## src/rtl/rsrc_pkg.sv

```systemverilog
`timescale 1ns/1ps
package rsrc_pkg;

    localparam int SAMPLE_W = 8;
    localparam int TAPS     = 5;
    localparam int FACTOR_W = 2;

    function automatic int tap_coef(input int idx);
        case (idx)
            0: return 1;
            1: return 3;
            2: return 7;
            3: return 3;
            4: return 1;
            default: return 0;
        endcase
    endfunction

    function automatic int coef_gain();
        int s;
        s = 0;
        for (int i = 0; i < TAPS; i++) s += tap_coef(i);
        return s;
    endfunction

    localparam int GAIN  = coef_gain();
    localparam int ACC_W = SAMPLE_W + $clog2(GAIN + 1);
    localparam int ACC_MAX = GAIN * ((1 << (SAMPLE_W - 1)) - 1);
    localparam int ACC_MIN = -GAIN * (1 << (SAMPLE_W - 1));

    typedef logic signed [SAMPLE_W-1:0] smp_t;
    typedef logic signed [ACC_W-1:0]    acc_t;
    typedef logic [FACTOR_W-1:0]        fac_t;

    typedef struct packed {
        logic vld;
        acc_t dat;
    } beat_t;

    typedef enum logic {
        ORDER_UP_FIRST   = 1'b0,
        ORDER_DOWN_FIRST = 1'b1
    } order_e;

    function automatic fac_t eff_factor(input fac_t f);
        return (f == '0) ? fac_t'(1) : f;
    endfunction

endpackage

```

## src/rtl/rsrc_upsampler.sv

```systemverilog
`timescale 1ns/1ps
module rsrc_upsampler
    import rsrc_pkg::*;
(
    input  logic  clk,
    input  logic  rst,
    input  fac_t  factor,
    input  beat_t ib,
    output beat_t ob
);
    fac_t left;
    fac_t lf;

    assign lf = eff_factor(factor);

    always_ff @(posedge clk) begin
        if (rst) begin
            left <= '0;
            ob   <= '0;
        end else if (ib.vld) begin
            ob.vld <= 1'b1;
            ob.dat <= ib.dat;
            left   <= lf - fac_t'(1);
        end else if (left != '0) begin
            ob.vld <= 1'b1;
            ob.dat <= '0;
            left   <= left - fac_t'(1);
        end else begin
            ob.vld <= 1'b0;
            ob.dat <= '0;
        end
    end

    // the front pacing must keep new samples away while zeros are pending
    a_r6_no_overlap: assert property (@(posedge clk) disable iff (rst)
        ib.vld |-> (left == '0));

    // a pending zero is emitted on the next cycle
    a_r1_zero_fill: assert property (@(posedge clk) disable iff (rst)
        (!ib.vld && left != '0) |=> (ob.vld && ob.dat == '0));

endmodule

```

## src/rtl/rsrc_decimator.sv

```systemverilog
`timescale 1ns/1ps
module rsrc_decimator
    import rsrc_pkg::*;
(
    input  logic  clk,
    input  logic  rst,
    input  fac_t  factor,
    input  beat_t ib,
    output beat_t ob,
    output logic  keep_now
);
    fac_t phase;
    fac_t mf;

    assign mf       = eff_factor(factor);
    assign keep_now = (phase == '0);

    always_ff @(posedge clk) begin
        if (rst) begin
            phase <= '0;
            ob    <= '0;
        end else if (ib.vld) begin
            ob.vld <= keep_now;
            ob.dat <= keep_now ? ib.dat : acc_t'(0);
            phase  <= (phase == mf - fac_t'(1)) ? fac_t'(0) : phase + fac_t'(1);
        end else begin
            ob.vld <= 1'b0;
        end
    end

    // a sample arriving off-phase never reaches the output
    a_r2_drop: assert property (@(posedge clk) disable iff (rst)
        (ib.vld && !keep_now) |=> !ob.vld);

    // the phase never leaves the range set by the factor
    a_r7_phase_range: assert property (@(posedge clk) disable iff (rst)
        phase < mf);

endmodule

```

## src/rtl/rsrc_fir.sv

```systemverilog
`timescale 1ns/1ps
module rsrc_fir
    import rsrc_pkg::*;
(
    input  logic  clk,
    input  logic  rst,
    input  logic  in_vld,
    input  smp_t  in_x,
    output beat_t ob
);
    smp_t hist [TAPS-1];
    acc_t prod [TAPS];
    acc_t total;

    for (genvar g = 0; g < TAPS; g++) begin : g_tap
        if (g == 0) begin : g_new
            assign prod[g] = acc_t'(in_x) * acc_t'(tap_coef(g));
        end else begin : g_old
            assign prod[g] = acc_t'(hist[g-1]) * acc_t'(tap_coef(g));
        end
    end

    always_comb begin
        total = '0;
        for (int i = 0; i < TAPS; i++) total += prod[i];
    end

    always_ff @(posedge clk) begin
        if (rst) begin
            for (int i = 0; i < TAPS - 1; i++) hist[i] <= '0;
            ob <= '0;
        end else if (in_vld) begin
            hist[0] <= in_x;
            for (int i = 1; i < TAPS - 1; i++) hist[i] <= hist[i-1];
            ob.vld <= 1'b1;
            ob.dat <= total;
        end else begin
            ob.vld <= 1'b0;
        end
    end

    // result stays inside the exact range of an 8-bit input times the gain
    a_r3_no_overflow: assert property (@(posedge clk) disable iff (rst)
        ob.vld |-> ($signed(ob.dat) <= ACC_MAX && $signed(ob.dat) >= ACC_MIN));

endmodule

```

## src/rtl/rsrc_pacer.sv

```systemverilog
`timescale 1ns/1ps
module rsrc_pacer
    import rsrc_pkg::*;
(
    input  logic clk,
    input  logic rst,
    input  fac_t factor,
    input  logic fire,
    output logic ready
);
    fac_t hold;

    assign ready = (hold == '0);

    always_ff @(posedge clk) begin
        if (rst) begin
            hold <= '0;
        end else if (fire) begin
            hold <= eff_factor(factor) - fac_t'(1);
        end else if (hold != '0) begin
            hold <= hold - fac_t'(1);
        end
    end

    // a sample headed for the upsampler closes the input when L > 1
    a_r6_pause: assert property (@(posedge clk) disable iff (rst)
        (fire && eff_factor(factor) > fac_t'(1)) |=> !ready);

endmodule

```

## src/rtl/rsrc_chain.sv

```systemverilog
`timescale 1ns/1ps
module rsrc_chain
    import rsrc_pkg::*;
(
    input  logic                clk,
    input  logic                rst,
    input  logic                order,
    input  logic [FACTOR_W-1:0] up_factor,
    input  logic [FACTOR_W-1:0] down_factor,
    input  logic                in_valid,
    input  logic [SAMPLE_W-1:0] in_sample,
    output logic                in_ready,
    output logic                out_valid,
    output logic [ACC_W-1:0]    out_sample
);
    order_e ord;
    logic   accept;
    logic   keep_now;
    logic   fire;
    beat_t  src_b, up_in, up_out, dn_in, dn_out, fir_out, fir_in_b, sink_b;

    assign ord       = order_e'(order);
    assign accept    = in_valid && in_ready;
    assign src_b.vld = accept;
    assign src_b.dat = acc_t'($signed(in_sample));

    // a sample reaches the upsampler always when it leads, else only if kept
    assign fire = accept && ((ord == ORDER_UP_FIRST) || keep_now);

    always_comb begin
        if (ord == ORDER_UP_FIRST) begin
            up_in    = src_b;
            fir_in_b = up_out;
            dn_in    = fir_out;
            sink_b   = dn_out;
        end else begin
            dn_in    = src_b;
            fir_in_b = dn_out;
            up_in    = fir_out;
            sink_b   = up_out;
        end
    end

    rsrc_pacer u_pacer (
        .clk    (clk),
        .rst    (rst),
        .factor (up_factor),
        .fire   (fire),
        .ready  (in_ready)
    );

    rsrc_upsampler u_up (
        .clk    (clk),
        .rst    (rst),
        .factor (up_factor),
        .ib     (up_in),
        .ob     (up_out)
    );

    rsrc_fir u_fir (
        .clk    (clk),
        .rst    (rst),
        .in_vld (fir_in_b.vld),
        .in_x   (smp_t'(fir_in_b.dat[SAMPLE_W-1:0])),
        .ob     (fir_out)
    );

    rsrc_decimator u_dn (
        .clk      (clk),
        .rst      (rst),
        .factor   (down_factor),
        .ib       (dn_in),
        .ob       (dn_out),
        .keep_now (keep_now)
    );

    assign out_valid  = sink_b.vld;
    assign out_sample = sink_b.dat;

    // configuration is static outside reset
    a_r5_static_cfg: assert property (@(posedge clk) disable iff (rst)
        $stable(order) && $stable(up_factor) && $stable(down_factor));

endmodule

```

## config.mk

```make
export PLATFORM = sky130hd
export DESIGN_NAME = rsrc_chain
export DESIGN_NICKNAME = d
export VERILOG_FILES = /design/src/rtl/rsrc_pkg.sv /design/src/rtl/rsrc_upsampler.sv /design/src/rtl/rsrc_decimator.sv /design/src/rtl/rsrc_fir.sv /design/src/rtl/rsrc_pacer.sv /design/src/rtl/rsrc_chain.sv
export SDC_FILE = /design/constraint.sdc
export NUM_CORES = 1
export LEC_CHECK = 0
export BUFFER_PORTS_ARGS = -buffer_cell sky130_fd_sc_hd__clkbuf_2
export CAP_MARGIN = 5
export CORE_ASPECT_RATIO = 1.2
export CORE_MARGIN = 2
export CORE_UTILIZATION = 34
export DETAILED_ROUTE_END_ITERATION = 16
export PLACE_DENSITY_LB_ADDON = 0.05
export RECOVER_POWER = 25
export REMOVE_ABC_BUFFERS = 1
export SLEW_MARGIN = 20
export SYNTH_ARGS = -nofsm -noshare
export SYNTH_HDL_FRONTEND = slang
export SYNTH_SLANG_ARGS = --single-unit
```

## constraint.sdc

```tcl
create_clock -name clk -period 6.6 [get_ports clk]
set_input_delay 0.33 -clock clk [delete_from_list [all_inputs] [get_ports clk]]
set_output_delay 0.33 -clock clk [all_outputs]
set_load 0.01 [all_outputs]
```

Word-level counts from Yosys, hierarchy flattened
Memory sizes are Yosys's and may differ from the RTL's.
Index checks and enable logic that the tools add are counted.

storage, ports and cells
  bits of input ports = 16
  output and inout bits = 14
  memories = 1
  register bits = 45
  logic and storage cells = 64
  memory bits (writable) = 32

memory list
  name        words  bits a word  read ports  clocked after memory_dff  wr ports  line            source
  u_fir.hist  4      8            4           0                         4         rsrc_fir.sv:11  smp_t hist [TAPS-1];

cells by class
  muxes and demuxes = 23
  equal/unequal tests = 1
  reductions and logical operators = 12
  add/subtract/negate cells = 9
  bitwise operators = 6
  multiply operators = 3

operators with widths
  cell                                                                 count
  13-bit 2-to-1 mux                                                    6
  8-bit 2-to-1 mux                                                     4
  12-bit adder                                                         2
  8-bit by 3-bit multiplier with 11-bit output, second input constant  2
  2-bit 2-to-1 mux                                                     7
  12-bit by 8-bit adder with 12-bit output                             1
  8-bit by 11-bit adder with 12-bit output                             1
  8-bit by 4-bit multiplier with 12-bit output, second input constant  1
  12-bit 2-to-1 mux                                                    1
  2-bit logical NOT                                                    4
  2-bit nonzero test                                                   4
  2-bit by 1-bit subtractor with 2-bit output, second input constant   4
  1-bit 2-to-1 mux                                                     5
  1-bit bitwise OR                                                     4
  2-bit by 1-bit adder with 2-bit output, second input constant        1
  2-bit == test                                                        1
  1-bit logical AND                                                    2
  1-bit inverter                                                       2
  2-bit OR reduction                                                   1
  1-bit logical OR                                                     1

Longest topological paths before layout
  word-level depth = 5
  mapped depth = 24
  mapped depth without buffers = 24

By module
Synthesis repeated with hierarchy kept, for this count alone.

unflattened totals
  cells, all modules = 519
  area, all modules = 5,773.0 sq um

modules (own cells, without submodules)
  module          seq. area each (sq um)  cells each  area each (sq um)  times used
  rsrc_fir        1,221.2                 331         3,898.7            1
  rsrc_chain      0.0                     72          720.7              1
  rsrc_decimator  300.3                   70          631.9              1
  rsrc_upsampler  300.3                   37          439.2              1
  rsrc_pacer      40.0                    9           82.6               1

Least setup slack after synthesis
No wires, ideal clock.

  path type = register -> register
  start point = memory u_fir.hist[0][17] in the netlist's numbering
  end point = register u_fir.ob[10] in the netlist's numbering
  path buffers = 0
  stages on the path, launching flop included = 25
  arrival time = 5.656 ns
  library setup time = 0.120 ns
  slack = 0.824 ns
  required time = 6.480 ns
  cell sequence = edfxtp_1 ha_1 ha_1 fa_1 a21o_1 a21oi_1 o21bai_1 a21oi_1 xnor2_1 fa_1 inv_1 fa_1 inv_1 fa_1 inv_1 fa_1 inv_1 fa_1 inv_1 ha_1 nand2_1 a21oi_1 a211oi_1 a22o_1 a211o_1

RTL lines
  item         line            source
  from (decl)  rsrc_fir.sv:11
  to (decl)    rsrc_fir.sv:9   output beat_t ob

==> results.ini <==
[synthesis]
synth_top_area_share_pct=19.0
yosys-top-cells-area=fa_1 19%, edfxtp_1 17%, dfxtp_1 16%
synth.most_common_cell=inv_1
avgSynthCellArea_sq_um=10.2
synth.distinct_cells=45
synth_largest_area_cell=fa_1
syn_area_sq_um=5680
ys_top_cells_by_count=107 x inv_1, 54 x fa_1, 50 x ha_1, 45 x dfxtp_1, 38 x nand2_1
ys_seq_area_share_pct=32.8
synth_ff_type=dfxtp_1
synth_edf_count=32
async_flop_share_pct=0
yosysWarnings=0
postSynthCellCount=555
ys_seq_elements=77

[route]
drc=0
wl_per_cell_um=14.8
ant_nets=0
drt_wl_total_um=11900
detail_route.first_pass.iterations=4
viasPerCell=4.66
vias=3737
drt_iter0_drc=137

[sta]
finalHoldViolations=0
setup_tns_ns=0
skew_ns=0.0110
period_needed_ns=6.15
worst_pin_slew_ns=1.65
slew_headroom_pct=-10.1
rsz0062_at_grt=false
final-max-slew-violation-count=31
finalCritPeriodShare_pct=93.2
setup_viol=0
max_freq_mhz=163

[global_route]
gr-total-overflow=0
grt_usage_pct=14.2
grt_pass1_vias=3829
grt_start_max_net_pins=34
grt_first_pass_wirelength_um=19400
antenna_found_initial=0

[setup_path]
cp_slowest_stage_delay_ns=0.52
cp-start-kind=flop
cp_common_cell=fa_1
critical_path_class=flop to flop
rr_startpoint=u_fir.hist[0][17]
rrSetupSlack_ns=0.45
path_buf_inv=5
reg2reg_to=u_fir.ob[10]
end_kind=flop
cp.arrival_ns=6.39
r2r.worst_path.cells=24
path_max_fanout=5
path_delay_family=adder cells
worst_path_max_delay_cell=fa_1
path_cells=ha_1 -> ha_1 -> fa_1 -> a21o_1 -> a21oi_1 -> o21bai_1 -> a21oi_1 -> xnor2_1 -> fa_1 -> inv_1 -> fa_1 -> inv_1 -> fa_1 -> inv_1 -> fa_1 -> inv_1 -> fa_1 -> inv_1 -> ha_1 -> nand2_1 -> a21oi_1 -> a211oi_1 -> nor4_1 -> a211o_1
worstPathRequired_ns=6.84
worst-path-stages=24
crit_start=u_fir.hist[0][17]

[placed_design]
place.gp.congestion=0.819
port_buffers=29
place_hpwl_um=9150

[cts]
cts_sinks=77
root_buffer=clkbuf_16
postCtsSetupBuffers=0
htree_num_levels=3
clkTransAtPathRegs_ns=0.06
ctsHoldBuffers=0
cts_tree=yes
clk_latency_ns=0.35
clk_path_buf_depth=2
cts_made_buffers=9
cts.repair.resized=0

[hold_path]
hp-class=primary input to flop
whs_endpoint=u_up.ob[0]
min_from=in_sample[0]
hold_path_depth=3

[layout]
multi_input_area_sq_um=3310
seq_area_sq_um=1860
antenna_cells=0
fillers=1666
final_nets=705
final_util_pct=38.8
drive_above_1_share_pct=9.83
area_delta_synth_final_pct=11.1

[floorplan]
rows=51
io_pins=30
start_util_pct=34.9
core_region_area_sq_um=16300
fp.dieW_um=122
die-area_sq_um=17700
die_height_um=146

[run]
drv_cap=1

[status]
violations=max-capacitance violations, max-slew violations
outcome=finished with violations

-- worst register-to-register path, cell delays in order, from the launching register on --
cell      delay, ns
edfxtp_1       0.42
ha_1           0.32
ha_1           0.24
fa_1           0.42
a21o_1         0.18
a21oi_1        0.25
o21bai_1       0.10
a21oi_1        0.18
xnor2_1        0.10
fa_1           0.48
inv_1          0.05
fa_1           0.50
inv_1          0.05
fa_1           0.47
inv_1          0.05
fa_1           0.52
inv_1          0.05
fa_1           0.49
inv_1          0.04
ha_1           0.35
nand2_1        0.08
a21oi_1        0.04
a211oi_1       0.32
nor4_1         0.10
a211o_1        0.25
-- worst max path at each step --
| stage | slack, ns | endpoint |
|---|---|---|
| 2_1_floorplan | 0.82 | u_fir.ob[10] |
| 3_3_place_gp | 0.54 | u_fir.ob[10] |
| 3_5_place_dp | 0.50 | u_fir.ob[10] |
| 4_1_cts | 0.41 | u_fir.ob[10] |
| 5_1_grt | 0.18 | u_fir.ob[10] |
| 6_report | 0.45 | u_fir.ob[10] |
-- cell type report --
cell class	count	share of cell area, %
multi-input combinational	355	52.5
sequential	77	29.5
inverter	108	6.43
tap	212	4.21
clock buffer	11	4.19
timing repair buffer	34	2.58
clock inverter	5	0.595
-- placed cells by master, fill, tap and decap left out, drive strengths merged, types with 2 or more instances in the layout --
| cell type | n |
|---|---|
| edfxtp | 32 |
| fa | 54 |
| nor2 | 25 |
| o21ai | 27 |
| o21bai | 2 |
| nor2b | 2 |
| mux2 | 19 |
| xor2 | 9 |
| a31oi | 2 |
| nand2b | 3 |
| clkinv | 2 |
| inv | 111 |
| buf | 3 |
| nor3 | 2 |
| and2 | 29 |
| or2 | 2 |
| nand3 | 2 |
| a21oi | 29 |
| a22o | 4 |
| clkbuf | 42 |
| nand2 | 38 |
| and3 | 2 |
| dfxtp | 45 |
| a21o | 5 |
| mux2i | 19 |
| ha | 50 |
| xnor2 | 12 |
| nand3b | 3 |
| a211o | 2 |
| a211oi | 4 |
-- cell families (layout without fill, tap and decap cells) --
family | after synthesis | count (layout) | synth area share (%)
AO/OA/AOI/OAI | 80 | 80 | 8.55
XOR/XNOR | 21 | 21 | 3.24
adder cells (fa/ha/maj) | 104 | 104 | 30.1
buffers and inverters | 123 | 158 | 8.49
flip-flops | 77 | 77 | 32.8
multiplexers | 38 | 38 | 7.12
AND/OR/NAND/NOR | 112 | 112 | 9.72
-- flip-flops by register name, indices dropped and copies added (netlist names) --
signal and count:
u_dn.ob 13, u_dn.phase 2, u_fir.hist 32, u_fir.ob 13, u_pacer.hold 2, u_up.left 2, u_up.ob 13
-- stage by stage --
| step | std cells | setup slack [ns] | hold slack, ns | cell area [sq um] |
|---|---|---|---|---|
| 6_report | 802 | 0.451 | 0.250 | 6310 |
| 5_1_grt | 802 | 0.183 | 0.245 | 6310 |
| 4_1_cts | 802 | 0.412 | 0.227 | 6350 |
| 3_5_place_dp | 786 | 0.495 | 0.443 | 6050 |
| 3_3_place_gp | 786 | 0.545 | 0.437 | 6050 |
| 2_1_floorplan | 540 | 0.822 | 0.399 | 5600 |
-- routing by layer --
layer	vias up	wire [um]	track usage [%]
met3	10	336	3.29
met4	0	148	4.37
met1	1827	5260	17.9
met2	39	6120	24.0
met5	-	0	0
li1	1861	-	-
Power is left out: the tool's default activity adds up to more than one toggle a clock period on the data nets, which glitch-free logic cannot reach.
